[src/rtl/pte_pkg.sv]
package pte_pkg;

    typedef enum logic [1:0] {
        PTE_IDLE  = 2'd0,
        PTE_ARMED = 2'd1,
        PTE_HOLD  = 2'd2
    } pte_state_e;

endpackage

[src/rtl/pte_tick_counter.sv]
module pte_tick_counter #(
    parameter int CNT_W = 16
) (
    input  logic             clk,
    input  logic             rst_n,
    output logic [CNT_W-1:0] tick
);

    logic [CNT_W-1:0] tick_d;
    logic [CNT_W-1:0] tick_q;

    always_comb begin
        tick_d = tick_q + CNT_W'(1);
    end

    always_ff @(posedge clk) begin
        if (!rst_n) begin
            tick_q <= '0;
        end else begin
            tick_q <= tick_d;
        end
    end

    assign tick = tick_q;

endmodule

[src/rtl/pte_history.sv]
module pte_history #(
    parameter  int SMP_W  = 10,
    localparam int DIFF_W = SMP_W + 1
) (
    input  logic              clk,
    input  logic              rst_n,
    input  logic [SMP_W-1:0]  sample_in,
    input  logic [SMP_W-1:0]  threshold,
    output logic [DIFF_W-1:0] cur_diff,
    output logic              cur_above,
    output logic [DIFF_W-1:0] prev_diff,
    output logic              prev_above,
    output logic [SMP_W-1:0]  prev_sample
);

    typedef struct packed {
        logic [SMP_W-1:0]  sample;
        logic [DIFF_W-1:0] diff;
        logic              above;
    } hist_t;

    hist_t hist_d;
    hist_t hist_q;

    always_comb begin
        cur_diff     = {1'b0, sample_in} - {1'b0, hist_q.sample};
        cur_above    = (sample_in > threshold);
        hist_d       = hist_q;
        hist_d.sample = sample_in;
        hist_d.diff   = cur_diff;
        hist_d.above  = cur_above;
    end

    always_ff @(posedge clk) begin
        if (!rst_n) begin
            hist_q <= '0;
        end else begin
            hist_q <= hist_d;
        end
    end

    assign prev_diff   = hist_q.diff;
    assign prev_above  = hist_q.above;
    assign prev_sample = hist_q.sample;

endmodule

[src/rtl/pte_interp.sv]
module pte_interp #(
    parameter  int SMP_W  = 10,
    parameter  int FRAC_W = 4,
    localparam int DIFF_W = SMP_W + 1,
    localparam int REM_W  = DIFF_W + 1
) (
    input  logic [DIFF_W-1:0] rise_diff,
    input  logic [DIFF_W-1:0] fall_diff,
    output logic [FRAC_W-1:0] frac
);

    // Restoring long division of rise / (rise - fall), one quotient bit
    // per stage; the quotient never exceeds all-ones because rise <= span.
    always_comb begin
        logic [REM_W-1:0] span;
        logic [REM_W-1:0] rem;
        span = {rise_diff[DIFF_W-1], rise_diff} - {fall_diff[DIFF_W-1], fall_diff};
        rem  = {1'b0, rise_diff};
        frac = '0;
        for (int i = FRAC_W - 1; i >= 0; i--) begin
            rem = {rem[REM_W-2:0], 1'b0};
            if (rem >= span) begin
                frac[i] = 1'b1;
                rem     = rem - span;
            end
        end
    end

endmodule

[src/rtl/pulse_time_extractor.sv]
module pulse_time_extractor
    import pte_pkg::*;
#(
    parameter  int SMP_W   = 10,
    parameter  int CNT_W   = 16,
    parameter  int FRAC_W  = 4,
    parameter  int BACKOFF = 12,
    localparam int DIFF_W  = SMP_W + 1,
    localparam int TS_W    = CNT_W + FRAC_W
) (
    input  logic              clk,
    input  logic              rst_n,
    input  logic [SMP_W-1:0]  sample_in,
    input  logic [SMP_W-1:0]  threshold,
    output logic              time_valid,
    output logic [TS_W-1:0]   time_stamp,
    output logic [SMP_W-1:0]  peak_amp
);

    // The top sits one sample before the one that reveals it.
    localparam logic [CNT_W-1:0] STAMP_OFS = CNT_W'(BACKOFF + 1);

    typedef struct packed {
        pte_state_e         state;
        logic               valid;
        logic [TS_W-1:0]    stamp;
        logic [SMP_W-1:0]   peak;
    } ctrl_t;

    ctrl_t ctrl_d;
    ctrl_t ctrl_q;

    logic [CNT_W-1:0]  tick;
    logic [DIFF_W-1:0] cur_diff;
    logic [DIFF_W-1:0] prev_diff;
    logic              cur_above;
    logic              prev_above;
    logic [SMP_W-1:0]  prev_sample;
    logic [FRAC_W-1:0] frac;
    logic              rising_before;
    logic              not_rising_now;
    logic              top_hit;

    pte_tick_counter #(
        .CNT_W (CNT_W)
    ) u_tick (
        .clk   (clk),
        .rst_n (rst_n),
        .tick  (tick)
    );

    pte_history #(
        .SMP_W (SMP_W)
    ) u_hist (
        .clk         (clk),
        .rst_n       (rst_n),
        .sample_in   (sample_in),
        .threshold   (threshold),
        .cur_diff    (cur_diff),
        .cur_above   (cur_above),
        .prev_diff   (prev_diff),
        .prev_above  (prev_above),
        .prev_sample (prev_sample)
    );

    pte_interp #(
        .SMP_W  (SMP_W),
        .FRAC_W (FRAC_W)
    ) u_interp (
        .rise_diff (prev_diff),
        .fall_diff (cur_diff),
        .frac      (frac)
    );

    always_comb begin
        rising_before  = !prev_diff[DIFF_W-1] && (prev_diff != '0);
        not_rising_now = cur_diff[DIFF_W-1] || (cur_diff == '0);
        top_hit        = cur_above && prev_above && rising_before && not_rising_now;

        ctrl_d       = ctrl_q;
        ctrl_d.valid = 1'b0;

        unique case (ctrl_q.state)
            PTE_IDLE, PTE_ARMED: begin
                if (!cur_above) begin
                    ctrl_d.state = PTE_IDLE;
                end else if (top_hit) begin
                    ctrl_d.state = PTE_HOLD;
                    ctrl_d.valid = 1'b1;
                    ctrl_d.stamp = {tick - STAMP_OFS, frac};
                    ctrl_d.peak  = prev_sample;
                end else if (prev_above) begin
                    ctrl_d.state = PTE_ARMED;
                end
            end
            PTE_HOLD: begin
                if (!cur_above) begin
                    ctrl_d.state = PTE_IDLE;
                end
            end
            default: begin
                ctrl_d.state = PTE_IDLE;
            end
        endcase
    end

    always_ff @(posedge clk) begin
        if (!rst_n) begin
            ctrl_q <= '{state: PTE_IDLE, valid: 1'b0, stamp: '0, peak: '0};
        end else begin
            ctrl_q <= ctrl_d;
        end
    end

    assign time_valid = ctrl_q.valid;
    assign time_stamp = ctrl_q.stamp;
    assign peak_amp   = ctrl_q.peak;

endmodule

[config.mk]
export PLATFORM = sky130hd
export DESIGN_NAME = pulse_time_extractor
export DESIGN_NICKNAME = d
export VERILOG_FILES = /design/src/rtl/pte_pkg.sv /design/src/rtl/pte_tick_counter.sv /design/src/rtl/pte_history.sv /design/src/rtl/pte_interp.sv /design/src/rtl/pulse_time_extractor.sv
export SDC_FILE = /design/constraint.sdc
export NUM_CORES = 1
export LEC_CHECK = 0
export BUFFER_PORTS_ARGS = -buffer_cell sky130_fd_sc_hd__buf_2
export CORE_UTILIZATION = 65
export CTS_CLUSTER_SIZE = 12
export DETAILED_ROUTE_END_ITERATION = 16
export PLACE_DENSITY = 0.91
export SLEW_MARGIN = 40
export SYNTH_ARGS = -nofsm -noshare
export SYNTH_HDL_FRONTEND = slang
export SYNTH_SLANG_ARGS = --single-unit
[constraint.sdc]
create_clock -name clk -period 29.7 [get_ports clk]
set_clock_uncertainty 0.05 [all_clocks]
set_input_delay 4.455 -clock clk [delete_from_list [all_inputs] [get_ports clk]]
set_output_delay 4.455 -clock clk [all_outputs]
set_load 0.1 [all_outputs]
# Word level (Yosys, flattened, before mapping)
# Index checks and enable logic that the tools add are counted.
dict set report op_classes {
  addsub 7
  order_cmp 5
  eq_ne 4
  reduce_logical 13
  muxes 13
}
# op count
set op_table {}
lappend op_table {{12-bit greater-or-equal comparator} 4}
lappend op_table {{11-bit two-way mux} 3}
lappend op_table {{11-bit subtractor} 3}
lappend op_table {{31-bit two-way mux} 1}
lappend op_table {{16-bit by 1-bit adder with 16-bit output, second input constant} 1}
lappend op_table {{16-bit by 4-bit subtractor with 16-bit output, second input constant} 1}
lappend op_table {{11-bit by 11-bit subtractor with 12-bit output} 1}
lappend op_table {{11-bit logical NOT} 1}
lappend op_table {{11-bit nonzero test} 1}
lappend op_table {{10-bit by 10-bit subtractor with 11-bit output} 1}
lappend op_table {{10-bit > comparator} 1}
lappend op_table {{2-bit two-way mux} 4}
lappend op_table {{3-bit AND reduction} 2}
lappend op_table {{1-bit logical AND} 4}
lappend op_table {{1-bit two-way mux} 4}
lappend op_table {{4-bit by 3-bit inequality test with 1-bit output, second input constant} 1}
lappend op_table {{2-bit case mux with 2 select lines} 1}
lappend op_table {{2-bit by 1-bit equality test with 1-bit output, second input constant} 1}
lappend op_table {{2-bit equality test, second input constant} 1}
lappend op_table {{2-bit logical NOT} 1}
lappend op_table {{2-bit inequality test, second input constant} 1}
lappend op_table {{2-bit AND reduction} 1}
lappend op_table {{2-bit OR reduction} 1}
lappend op_table {{1-bit logical NOT} 1}
lappend op_table {{1-bit logical OR} 1}
dict set report word_totals {
  register_bits 71
  out_inout_bits 31
  in_bits 22
  wordCells 50
}

# Longest topological paths before layout
# Gate-level depths: netlist of the first run.
dict set report depth {
  depth_word 11
  mapped_depth 66
}

# By module
# Synthesis of the first run repeated with hierarchy kept, for this count alone.
dict set report unflattened {
  hier_cells 809
  hier_area_um2 6490.0
}
# mod area_each_um2 cells_each instances
set modules_own_cells {}
lappend modules_own_cells {pte_interp 2542.4 349 1}
lappend modules_own_cells {pulse_time_extractor 1806.7 216 1}
lappend modules_own_cells {pte_history 1411.4 162 1}
lappend modules_own_cells {pte_tick_counter 729.4 82 1}

# Worst setup path after synthesis of the first run
# OpenSTA, ideal clock, no wires.
dict set report synth_timing {
  path_type {in2reg}
  startpoint {input sample_in[0]}
  endpoint {register ctrl_q (netlist bit time_stamp[0])}
  required_time_ns 29.528
  setup_ns 0.122
  n_path_buf 4
  arrival_ns 15.965
  cell_stages 63
  setup_slack_ns 13.563
  path_cell_list {inv_1 ha_1 fa_1 nor2b_1 o21a_1 nor2_1 xnor2_1 inv_1 ha_1 o21ai_0 o21bai_1 and2_1 o31ai_1 o21ai_1 maj3_1 xnor2_1 ha_1 a21o_1 [... 27 more ...] o21a_1 o21ai_0 nand2b_1 a31oi_1 o21bai_1 a21oi_1 a31oi_1 o31ai_1 nor2_1 a211oi_1 a21o_1 ha_1 a21o_1 a21o_1 a21oi_1 nor3_1 a221oi_2 nor3_1}
}
dict set report synth_via {
  elab_chain_len 10
}
# element line
set synth_rtl {}
lappend synth_rtl {{start, declared} pulse_time_extractor.sv:13} ;# input logic [SMP_W-1:0] sample_in,
lappend synth_rtl {{10-bit by 10-bit subtractor with 11-bit output} pte_history.sv:26} ;# cur_diff = {1'b0, sample_in} - {1'b0, hist_q.sample};
lappend synth_rtl {{11-bit by 11-bit subtractor with 12-bit output} pte_interp.sv:17} ;# span = {rise_diff[DIFF_W-1], rise_diff} - {fall_diff[DIFF_W-1], fall_diff};
lappend synth_rtl {{11-bit subtractor / 12-bit greater-or-equal comparator (equally long branches)} {pte_interp.sv:24, pte_interp.sv:22}}
lappend synth_rtl {{11-bit two-way mux} pte_interp.sv:22} ;# if (rem >= span) begin
lappend synth_rtl {{11-bit subtractor / 12-bit greater-or-equal comparator (equally long branches)} {pte_interp.sv:24, pte_interp.sv:22}}
lappend synth_rtl {{11-bit two-way mux} pte_interp.sv:22}
lappend synth_rtl {{11-bit subtractor / 12-bit greater-or-equal comparator (equally long branches)} {pte_interp.sv:24, pte_interp.sv:22}}
lappend synth_rtl {{11-bit two-way mux} pte_interp.sv:22}
lappend synth_rtl {{12-bit greater-or-equal comparator} pte_interp.sv:22}
lappend synth_rtl {{1-bit two-way mux} pte_interp.sv:22}
lappend synth_rtl {{end signal, assigned} pulse_time_extractor.sv:109} ;# ctrl_q <= '{state: PTE_IDLE, valid: 1'b0, stamp: '0, peak: '0};
lappend synth_rtl {{end signal, assigned} pulse_time_extractor.sv:111} ;# ctrl_q <= ctrl_d;
lappend synth_rtl {{end, declared} pulse_time_extractor.sv:31} ;# ctrl_t ctrl_q;
# Parallel ways exist; a longest one is shown, timed or not.
# A chain may end at the register's enable or synchronous reset.

# Worst setup path in the final report of the first run
# Ends and elaborated chain as after synthesis.

==> results of run 1 <==
-- cell usage in the layout, fill, tap and decap left out, drive strengths merged, types with 18 or more instances in the layout --
cell	netlist	layout
xnor2	41	41
o21ai	34	34
inv	53	55
nor2	88	88
a211oi	21	21
nand3	18	18
nor3	18	18
ha	65	65
nand2	29	29
buf	35	54
a21oi	56	56
dfxtp	71	71
xor2	23	23
-- registers in the layout, indices dropped and copies added (netlist names) --
name	count
u_hist.prev_diff	11
peak_amp	10
time_stamp	20
ctrl_q	2
u_hist.prev_sample	10
u_tick.tick	16
time_valid	1
u_hist.prev_above	1
-- cells by family after synthesis --
kind of cell,after synthesis
buffers and inverters,113
AND/OR/NAND/NOR,237
AO/OA/AOI/OAI,201
adder cells (fa/ha/maj),69
multiplexers,20
XOR/XNOR,64
flip-flops,71
-- layout make-up --
| class | instances | area, µm² |
|---|---|---|
| Inverter | 53 | 198.9 |
| Sequential cell | 71 | 1421 |
| Timing Repair Buffer | 54 | 275.3 |
| Clock inverter | 6 | 66.31 |
| Tap cell | 129 | 161.4 |
| Fill cell | 736 | 2761 |
| Multi-Input combinational cell | 591 | 4218 |
| Clock buffer | 10 | 137.6 |
-- through the flow --
stage | utilization (%) | cell area (µm²) | hold slack, ns
floorplan | - | 6185 | 0.3719
global placement | 67.91 | 6275 | 0.4006
detailed placement | 67.91 | 6275 | 0.4256
CTS | 70.12 | 6479 | 0.4468
global route | 70.12 | 6479 | 0.4650
finish | 70.12 | 6479 | 0.4487
-- layer usage --
metal	vias to the layer above	routed length, µm	track usage [%]
met5	-	0	0
met4	0	290	8.937
met3	34	693	5.271
met2	189	6873	52.62
met1	2586	6135	35.44
li1	2735	-	-
-- worst max-delay path, delay by kind of cell --
family                   cells  cell delay, ns
AO/OA/AOI/OAI               37            7.62
XOR/XNOR                     2            0.60
adder cells (fa/ha/maj)      8            2.66
buffers and inverters        3            0.22
multiplexers                 1            0.25
AND/OR/NAND/NOR             10            1.90
-- final timing paths --
kind / start / to / slack (ns) / cells after the start
setup / recovery: sample_in[0] / time_stamp[0]$_SDFFE_PN0P_ / 12.19 / 61
hold / removal: time_stamp[13]$_SDFFE_PN0P_ / time_stamp[13]$_SDFFE_PN0P_ / 0.45 / 2
setup reg to reg: u_hist.prev_sample[0]$_SDFF_PN0_ / time_stamp[0]$_SDFFE_PN0P_ / 16.12 / 59
hold reg to reg: time_stamp[13]$_SDFFE_PN0P_ / time_stamp[13]$_SDFFE_PN0P_ / 0.45 / 2
-- report_power, final --
part	internal (W)	leakage, nW	total (W)	switching, W
Sequential	0.0000994	0.579	0.000105	0.00000530
Clock	0.0000415	0.107	0.0000809	0.0000394
Combinational	0.000226	2.22	0.000534	0.000308
==> flow_summary.toml, run 1 <==
[sta]
tightest_slew_ns = 0.8252
hold_viol = 0
tns_ns = 0
min_period_ns = 17.51
finalMaxSlewViolations = 0
fmax_ghz = 0.05711
post-route-period-util_pct = 58.96
setup_ws_ns = 12.19
relSlewSlack_pct = 44.75
setup-violations-final = 0
rsz0062_at_grt = "no"

[cts]
cts_max_path_buffers = 2
cts_root_buf = "clkbuf_8"
insertion_delay_ns = 0.36
cts_hold_buf = 0
postCtsSetupBuffers = 0
cts_tree = "done"
cts_made_buffers = 9
cts_max_level = 3
clkSlewWorstSetupHoldPaths_ns = 0.08
cts.repair.resized = 0
cts_sinks = 71

[global_routing]
grt_pass1_wl_um = 23850
antenna_found_initial = 0
grt_max_degree = 51
grt_usage_pct = 29.29
grt.overflow.total = 0
grt_pass1_vias = 5408

[placement]
port_buffers = 52
dp_hpwl_um = 10670
place_ws_ns = 12.05
dp_cells = 898
place_congestion = 0.9612

[layout]
stdcell_count = 914
num-nets-final = 869
areaGrowthSynthToFinish_pct = 4.754
drive_gt1_share_pct = 12.10
diodes = 0

[yosys]
synth_xor_area_share_pct = 9.185
synth_seq_cells = 71
yosysMostFrequentCell = "nor2_1"
synth_commonest_cells = "88 x nor2_1, 71 x dfxtp_1, 65 x ha_1, 55 x a21oi_1, 53 x inv_1"
synth_top_family_by_area = "compound AO/OA/AOI/OAI gates"
synthDistinctLibCells = 76
syn-cell-area_um2 = 6185
async_reset_ff_share_pct = 0
syn-num-nets = 864
yosys.area_share.simple_pct = 19.12
synth_flop_cell = "dfxtp_1"
ys_seq_area_share_pct = 22.98
synth_compound_area_share_pct = 22.29
synthCells = 775
ys_top_cells_by_area = "dfxtp_1 23%, ha_1 13%, xnor2_1 5.7%, nor2_1 5.3%, a21oi_1 4.5%"
synth_warnings = 0
netlist.top_cell.by_area = "dfxtp_1"
avgSynthCellArea_um2 = 7.980
synthAdderAreaFrac_pct = 14.14
synth-edff-count = 0
synthMuxAreaShare_pct = 3.379
synthDominantCellAreaShare_pct = 22.98

[floorplan]
start_util_pct = 66.93
die_w_um = 99.55
row_count = 35
ioPinCount = 53
core_area_um2 = 9240
dieHeight_um = 99.55
die-area_um2 = 9909

[worst_setup_path]
crit_top_cell = "o21ai_0"
crit_fanout = 20
start_kind = "input pin"
worst_ep_arrival_time_ns = 17.71
worstPathRequired_ns = 29.90
crit_type = "in2reg"
cp_slowest_cell = "o31ai_1"
worst_path_largest_cell_delay_ns = 0.70
endpoint_kind = "flip-flop"

[worst_hold_path]
hold_path_class = "reg2reg"

[drt]
wl_per_cell_um = 15.31
ant_nets = 0
drtIter0Drc = 406
drc_errors = 0
routed_wl_um = 13990
via_per_inst = 6.066
first_pass_iters = 7
vias = 5544

[power]
powerDensity_nw_per_um2 = 111.1
ir_drop_v = 0.00006741
p_total_w = 0.0007198
power.leakage_nw = 2.910

[outcome]
status = "completed"

[flow_run]
cap_viol_max_count = 0
Note: power is estimated with default switching activity, not from simulation.
==> run 2, diff against run 1 <==
--- a/config.mk
+++ b/config.mk
@@ -6,10 +6,10 @@
 export NUM_CORES = 1
 export LEC_CHECK = 0
 export BUFFER_PORTS_ARGS = -buffer_cell sky130_fd_sc_hd__buf_2
-export CORE_UTILIZATION = 65
+export CORE_UTILIZATION = 61
 export CTS_CLUSTER_SIZE = 12
 export DETAILED_ROUTE_END_ITERATION = 16
-export PLACE_DENSITY = 0.91
+export PLACE_DENSITY = 0.86
 export SLEW_MARGIN = 40
 export SYNTH_ARGS = -nofsm -noshare
 export SYNTH_HDL_FRONTEND = slang
==> constraint.sdc (replaced) <==
create_clock -name clk -period 17 [get_ports clk]
set_clock_uncertainty 0.05 [all_clocks]
set_input_delay 2.55 -clock clk [delete_from_list [all_inputs] [get_ports clk]]
set_output_delay 2.55 -clock clk [all_outputs]
set_load 0.1 [all_outputs]
==> flow_summary.toml, run 2 (synthesized netlist as in run 1, its figures left out) <==
[placement]
place_ws_ns = 1.429
dp_hpwl_um = 10610
port_buffers = 52
place_congestion = 0.8951

[sta]
fmax_ghz = 0.06464
post-route-period-util_pct = 91.00
setup-violations-final = 0
relSlewSlack_pct = 51.79
tns_ns = 0
setup_ws_ns = 1.530
tightest_slew_ns = 0.7171
finalMaxSlewViolations = 0
min_period_ns = 15.47
rsz0062_at_grt = "no"
hold_viol = 0

[layout]
num-nets-final = 870
final_cell_mix = "88 x nor2_1, 71 x dfxtp_1, 65 x ha_1, 55 x a21oi_1, 53 x inv_1"
drive_gt1_share_pct = 12.21
largest_reg_flops = 20
layout_commonest_cell = "nor2_1"
diodes = 0
multi_input_area_um2 = 4218
regArea_um2 = 1421
areaGrowthSynthToFinish_pct = 4.997
num-fill-cells = 817

[power]
sw_frac_of_total_pct = 48.54
power.leakage_nw = 2.912
powerDensity_nw_per_um2 = 192.3
ir_drop_v = 0.0001483
switchingPower_w = 0.0006063
p_comb_share_pct = 74.2
pwr-share-seq_pct = 14.6
internal_power_w = 0.0006427
power_frac_clock_pct = 11.2

[cts]
cts_max_level = 3
cts_made_buffers = 9
cts.repair.resized = 0
cts_root_buf = "clkbuf_8"
cts_hold_buf = 0
cts_max_path_buffers = 2
cts_tree = "done"
insertion_delay_ns = 0.36
clkSlewWorstSetupHoldPaths_ns = 0.08
cts_sinks = 71
postCtsSetupBuffers = 0

[global_routing]
grt_usage_pct = 27.41
grt_pass1_vias = 5108
grt_max_degree = 59
grt_pass1_wl_um = 22980
grt.overflow.total = 0
antenna_found_initial = 0

[floorplan]
die_w_um = 102.7
row_count = 36
core_area_um2 = 9819
start_util_pct = 62.98
die-area_um2 = 10550
ioPinCount = 53
dieHeight_um = 102.7

[worst_setup_path]
rr_startpoint = "u_hist.prev_sample[1]$_SDFF_PN0_"
startpoint = "sample_in[0]"
reg2regPathDepth = 58
critPathTopFamily = "compound AO/OA/AOI/OAI gates"
crit_top_cell = "o21ai_0"
start_kind = "input pin"
worst-path-buf-inv = 3
worst_ep_arrival_time_ns = 15.67
worst_path_largest_cell_delay_ns = 0.65
cp_num_cells = 61
ff2ff_setup_slack_ns = 3.55
endpoint_kind = "flip-flop"
cp_slowest_cell = "o31ai_1"
worstPathRequired_ns = 17.20
rr_endpoint = "time_stamp[0]$_SDFFE_PN0P_"
crit_type = "in2reg"
worstSetupEndpoint = "time_stamp[0]$_SDFFE_PN0P_"
crit_fanout = 20

[drt]
wl_per_cell_um = 14.99
via_per_inst = 5.856
first_pass_iters = 4
ant_nets = 0
vias = 5382
drc_errors = 0
routed_wl_um = 13780
drtIter0Drc = 245

[worst_hold_path]
hold_path_class = "reg2reg"

[flow_run]
cap_viol_max_count = 0

[outcome]
status = "completed"
[run 2: cell count changes in the layout (fill, tap and decap cells not counted), sizes merged]
| cell | previous run | this run |
|---|---|---|
| buf | 54 | 55 |
| clkinvlp | 0 | 1 |
| inv | 55 | 54 |
[run 2: metrics by stage]
stage / area [µm²] / power, W / utilization [%] / cells / hold WS [ns]
global placement: 6287 / 0.001058 / 64.03 / 903 / 0.4090
detailed placement: 6287 / 0.001098 / 64.03 / 903 / 0.4305
finish: 6494 / 0.001249 / 66.13 / 919 / 0.4433
floorplan: 6185 / 0.0009357 / - / 775 / 0.3719
CTS: 6494 / 0.001242 / 66.13 / 919 / 0.4380
global route: 6494 / 0.001368 / 66.13 / 919 / 0.4703
[run 2: how the worst min path moves through the flow]
stage	from	end	slack [ns]	cells after the start
5_1_grt	ctrl_q[32]$_SDFFE_PN0P_	ctrl_q[31]$_SDFFE_PN0P_	0.47	1
4_1_cts	ctrl_q[32]$_SDFFE_PN0P_	ctrl_q[31]$_SDFFE_PN0P_	0.44	1
6_report	ctrl_q[32]$_SDFFE_PN0P_	ctrl_q[31]$_SDFFE_PN0P_	0.44	1
3_5_place_dp	ctrl_q[32]$_SDFFE_PN0P_	ctrl_q[31]$_SDFFE_PN0P_	0.43	1
2_1_floorplan	ctrl_q[32]$_SDFFE_PN0P_	ctrl_q[31]$_SDFFE_PN0P_	0.37	1
3_3_place_gp	ctrl_q[32]$_SDFFE_PN0P_	ctrl_q[31]$_SDFFE_PN0P_	0.41	1
[run 2: area by class of cell]
type / instances / share of cell area (%)
multi-input cells: 591 / 64.95
repair buffers: 55 / 4.355
clock buffers: 10 / 2.119
flip-flops and latches: 71 / 21.89
clock inverters: 6 / 1.060
well taps: 133 / 2.563
inverters: 53 / 3.064
[run 2: power groups by stage]
| stage | clock [W] | combinational [W] | sequential, W |
|---|---|---|---|
| 2_1_floorplan | 0 | 0.000753 | 0.000182 |
| 4_1_cts | 0.000142 | 0.000917 | 0.000182 |
| 5_1_grt | 0.000148 | 0.00104 | 0.000184 |
| 3_5_place_dp | 0 | 0.000911 | 0.000186 |
| 3_3_place_gp | 0 | 0.000872 | 0.000186 |
| 6_report | 0.000140 | 0.000927 | 0.000183 |
[run 2: routing by layer]
layer	part of all wire, %	wire [µm]	global-route usage (%)	vias up
li1	-	-	-	2726
met1	47	6515	35.12	2513
met2	47	6442	46.21	120
met3	4.1	565	5.288	23
met4	1.8	254	8.901	0
met5	0	0	0	-
[run 2: worst reg2reg max path: cells and delay by family, from the launching register on]
kind / cells / cell delay [ns]
AOI/OAI and AO/OA: 37 / 7.69
adders and majority gates: 7 / 2.30
and+or+nand+nor: 10 / 1.89
xor gates and xnor gates: 2 / 0.67
DFF: 1 / 0.38
muxes: 1 / 0.27
buffers and inverters: 1 / 0.07
==> run 3, diff against run 2 <==
--- a/config.mk
+++ b/config.mk
@@ -10,6 +10,8 @@
 export CTS_CLUSTER_SIZE = 12
 export DETAILED_ROUTE_END_ITERATION = 16
 export PLACE_DENSITY = 0.86
+export REMOVE_ABC_BUFFERS = 1
+export SETUP_SLACK_MARGIN = 0.3
 export SLEW_MARGIN = 40
 export SYNTH_ARGS = -nofsm -noshare
 export SYNTH_HDL_FRONTEND = slang
==> flow_summary.toml, run 3 (synthesized netlist as in run 1, its figures left out) <==
[outcome]
status = "completed"

[sta]
finalMaxSlewViolations = 0
post-route-period-util_pct = 90.46
tightest_slew_ns = 0.7122
setup-violations-final = 0
fmax_ghz = 0.06503
relSlewSlack_pct = 52.12
min_period_ns = 15.38
rsz0062_at_grt = "no"
hold_viol = 0
tns_ns = 0

[global_routing]
grt_pass1_vias = 5066
grt_max_degree = 57
grt_usage_pct = 26.53
grt_pass1_wl_um = 22360
grt.overflow.total = 0
antenna_found_initial = 0

[layout]
final_cell_mix = "88 x nor2_1, 71 x dfxtp_1, 65 x ha_1, 55 x a21oi_1"
final_area_um2 = 6486
stdcell_count = 918
areaGrowthSynthToFinish_pct = 4.876
num-nets-final = 869
largest_reg_flops = 20
diodes = 0
drive_gt1_share_pct = 12.10
layout_commonest_cell = "nor2_1"

[cts]
cts_made_buffers = 9
cts_tree = "done"
cts.repair.resized = 0
insertion_delay_ns = 0.37
cts_max_path_buffers = 2
cts_hold_buf = 0
cts_root_buf = "clkbuf_8"
clkSlewWorstSetupHoldPaths_ns = 0.09
cts_sinks = 71
postCtsSetupBuffers = 0
cts_max_level = 3

[floorplan]
ioPinCount = 53
core_area_um2 = 9819
dieHeight_um = 102.7
die_w_um = 102.7
die-area_um2 = 10550
row_count = 36
start_util_pct = 62.98

[drt]
ant_nets = 0
routed_wl_um = 13300
met2_wirelength_um = 6496
routed.top_layer = "met4"
vias = 5364
wl_per_cell_um = 14.49
routed-wl-met3_um = 536
drc_errors = 0
wl_met1_um = 6124
first_pass_iters = 5
drtIter0Drc = 248
via_per_inst = 5.843

[worst_setup_path]
crit_top_cell = "o21ai_0"
cp_slowest_cell = "o31ai_1"
endpoint_kind = "flip-flop"
worst_path_largest_cell_delay_ns = 0.65
crit_fanout = 20
crit_type = "in2reg"
worstPathRequired_ns = 17.21
worst_ep_arrival_time_ns = 15.59
start_kind = "input pin"

[power]
p_comb_share_pct = 73.8
sw_frac_of_total_pct = 48.49
pwr-share-seq_pct = 14.7
power.leakage_nw = 2.903
powerDensity_nw_per_um2 = 191.7
internal_power_w = 0.0006404
switchingPower_w = 0.0006030
power_frac_clock_pct = 11.5
ir_drop_v = 0.0001547

[placement]
dp_hpwl_um = 10250
port_buffers = 52
dp_cells = 902
place_congestion = 0.8905
placed_area_um2 = 6280

[flow_run]
cap_viol_max_count = 0

[worst_hold_path]
hold_path_class = "reg2reg"
## run 3: area by class of cell
class | instances | area [µm²]
clock buffer | 10 | 137.6
clock inverter | 6 | 68.82
fill | 830 | 3333
inverter | 53 | 198.9
multi-input combinational | 591 | 4218
sequential | 71 | 1421
tap | 133 | 166.4
timing repair buffer | 54 | 275.3
## run 3: final timing paths
| check | cells after the start | slack, ns | endpoint | start |
|---|---|---|---|---|
| min reg2reg | 2 | 0.44 | peak_amp[0]$_SDFFE_PN0P_ | peak_amp[0]$_SDFFE_PN0P_ |
| max reg2reg | 58 | 3.66 | time_stamp[0]$_SDFFE_PN0P_ | u_hist.prev_sample[1]$_SDFF_PN0_ |
| max | 61 | 1.62 | time_stamp[0]$_SDFFE_PN0P_ | sample_in[0] |
| min | 2 | 0.44 | peak_amp[0]$_SDFFE_PN0P_ | peak_amp[0]$_SDFFE_PN0P_ |
## run 3: critical path: cells and delay by family
| family | cells | cell delay (ns) |
|---|---|---|
| buffers and inverters | 3 | 0.22 |
| AND/OR/NAND/NOR | 10 | 1.81 |
| adder cells (fa/ha/maj) | 8 | 2.64 |
| XOR/XNOR | 2 | 0.61 |
| multiplexers | 1 | 0.26 |
| AO/OA/AOI/OAI | 37 | 7.47 |
## run 3: power by group through the flow
stage | registers [W] | clock network, W | logic [W]
2_1_floorplan | 0.000198 | 0 | 0.000726
3_3_place_gp | 0.000186 | 0 | 0.000869
3_5_place_dp | 0.000186 | 0 | 0.000907
4_1_cts | 0.000183 | 0.000145 | 0.000912
5_1_grt | 0.000184 | 0.000151 | 0.00104
6_report | 0.000183 | 0.000143 | 0.000918
## run 3: per-stage QoR
stage / util (%) / worst slack (ns) / hold slack (ns) / total power [W]
6_report: 66.05 / 1.623 / 0.4379 / 0.001243
2_1_floorplan: - / 2.999 / 0.3719 / 0.0009240
5_1_grt: 66.05 / 0.3298 / 0.4577 / 0.001374
3_5_place_dp: 63.95 / 1.381 / 0.4232 / 0.001094
3_3_place_gp: 63.95 / 1.940 / 0.4101 / 0.001055
4_1_cts: 66.05 / 1.729 / 0.4348 / 0.001239
## run 3: per-layer routing
metal  up-vias  GRT usage (%)
met2       118          46.51
met4         0          8.791
met1      2495          32.90
li1       2736              -
met3        15          4.407
met5         -              0
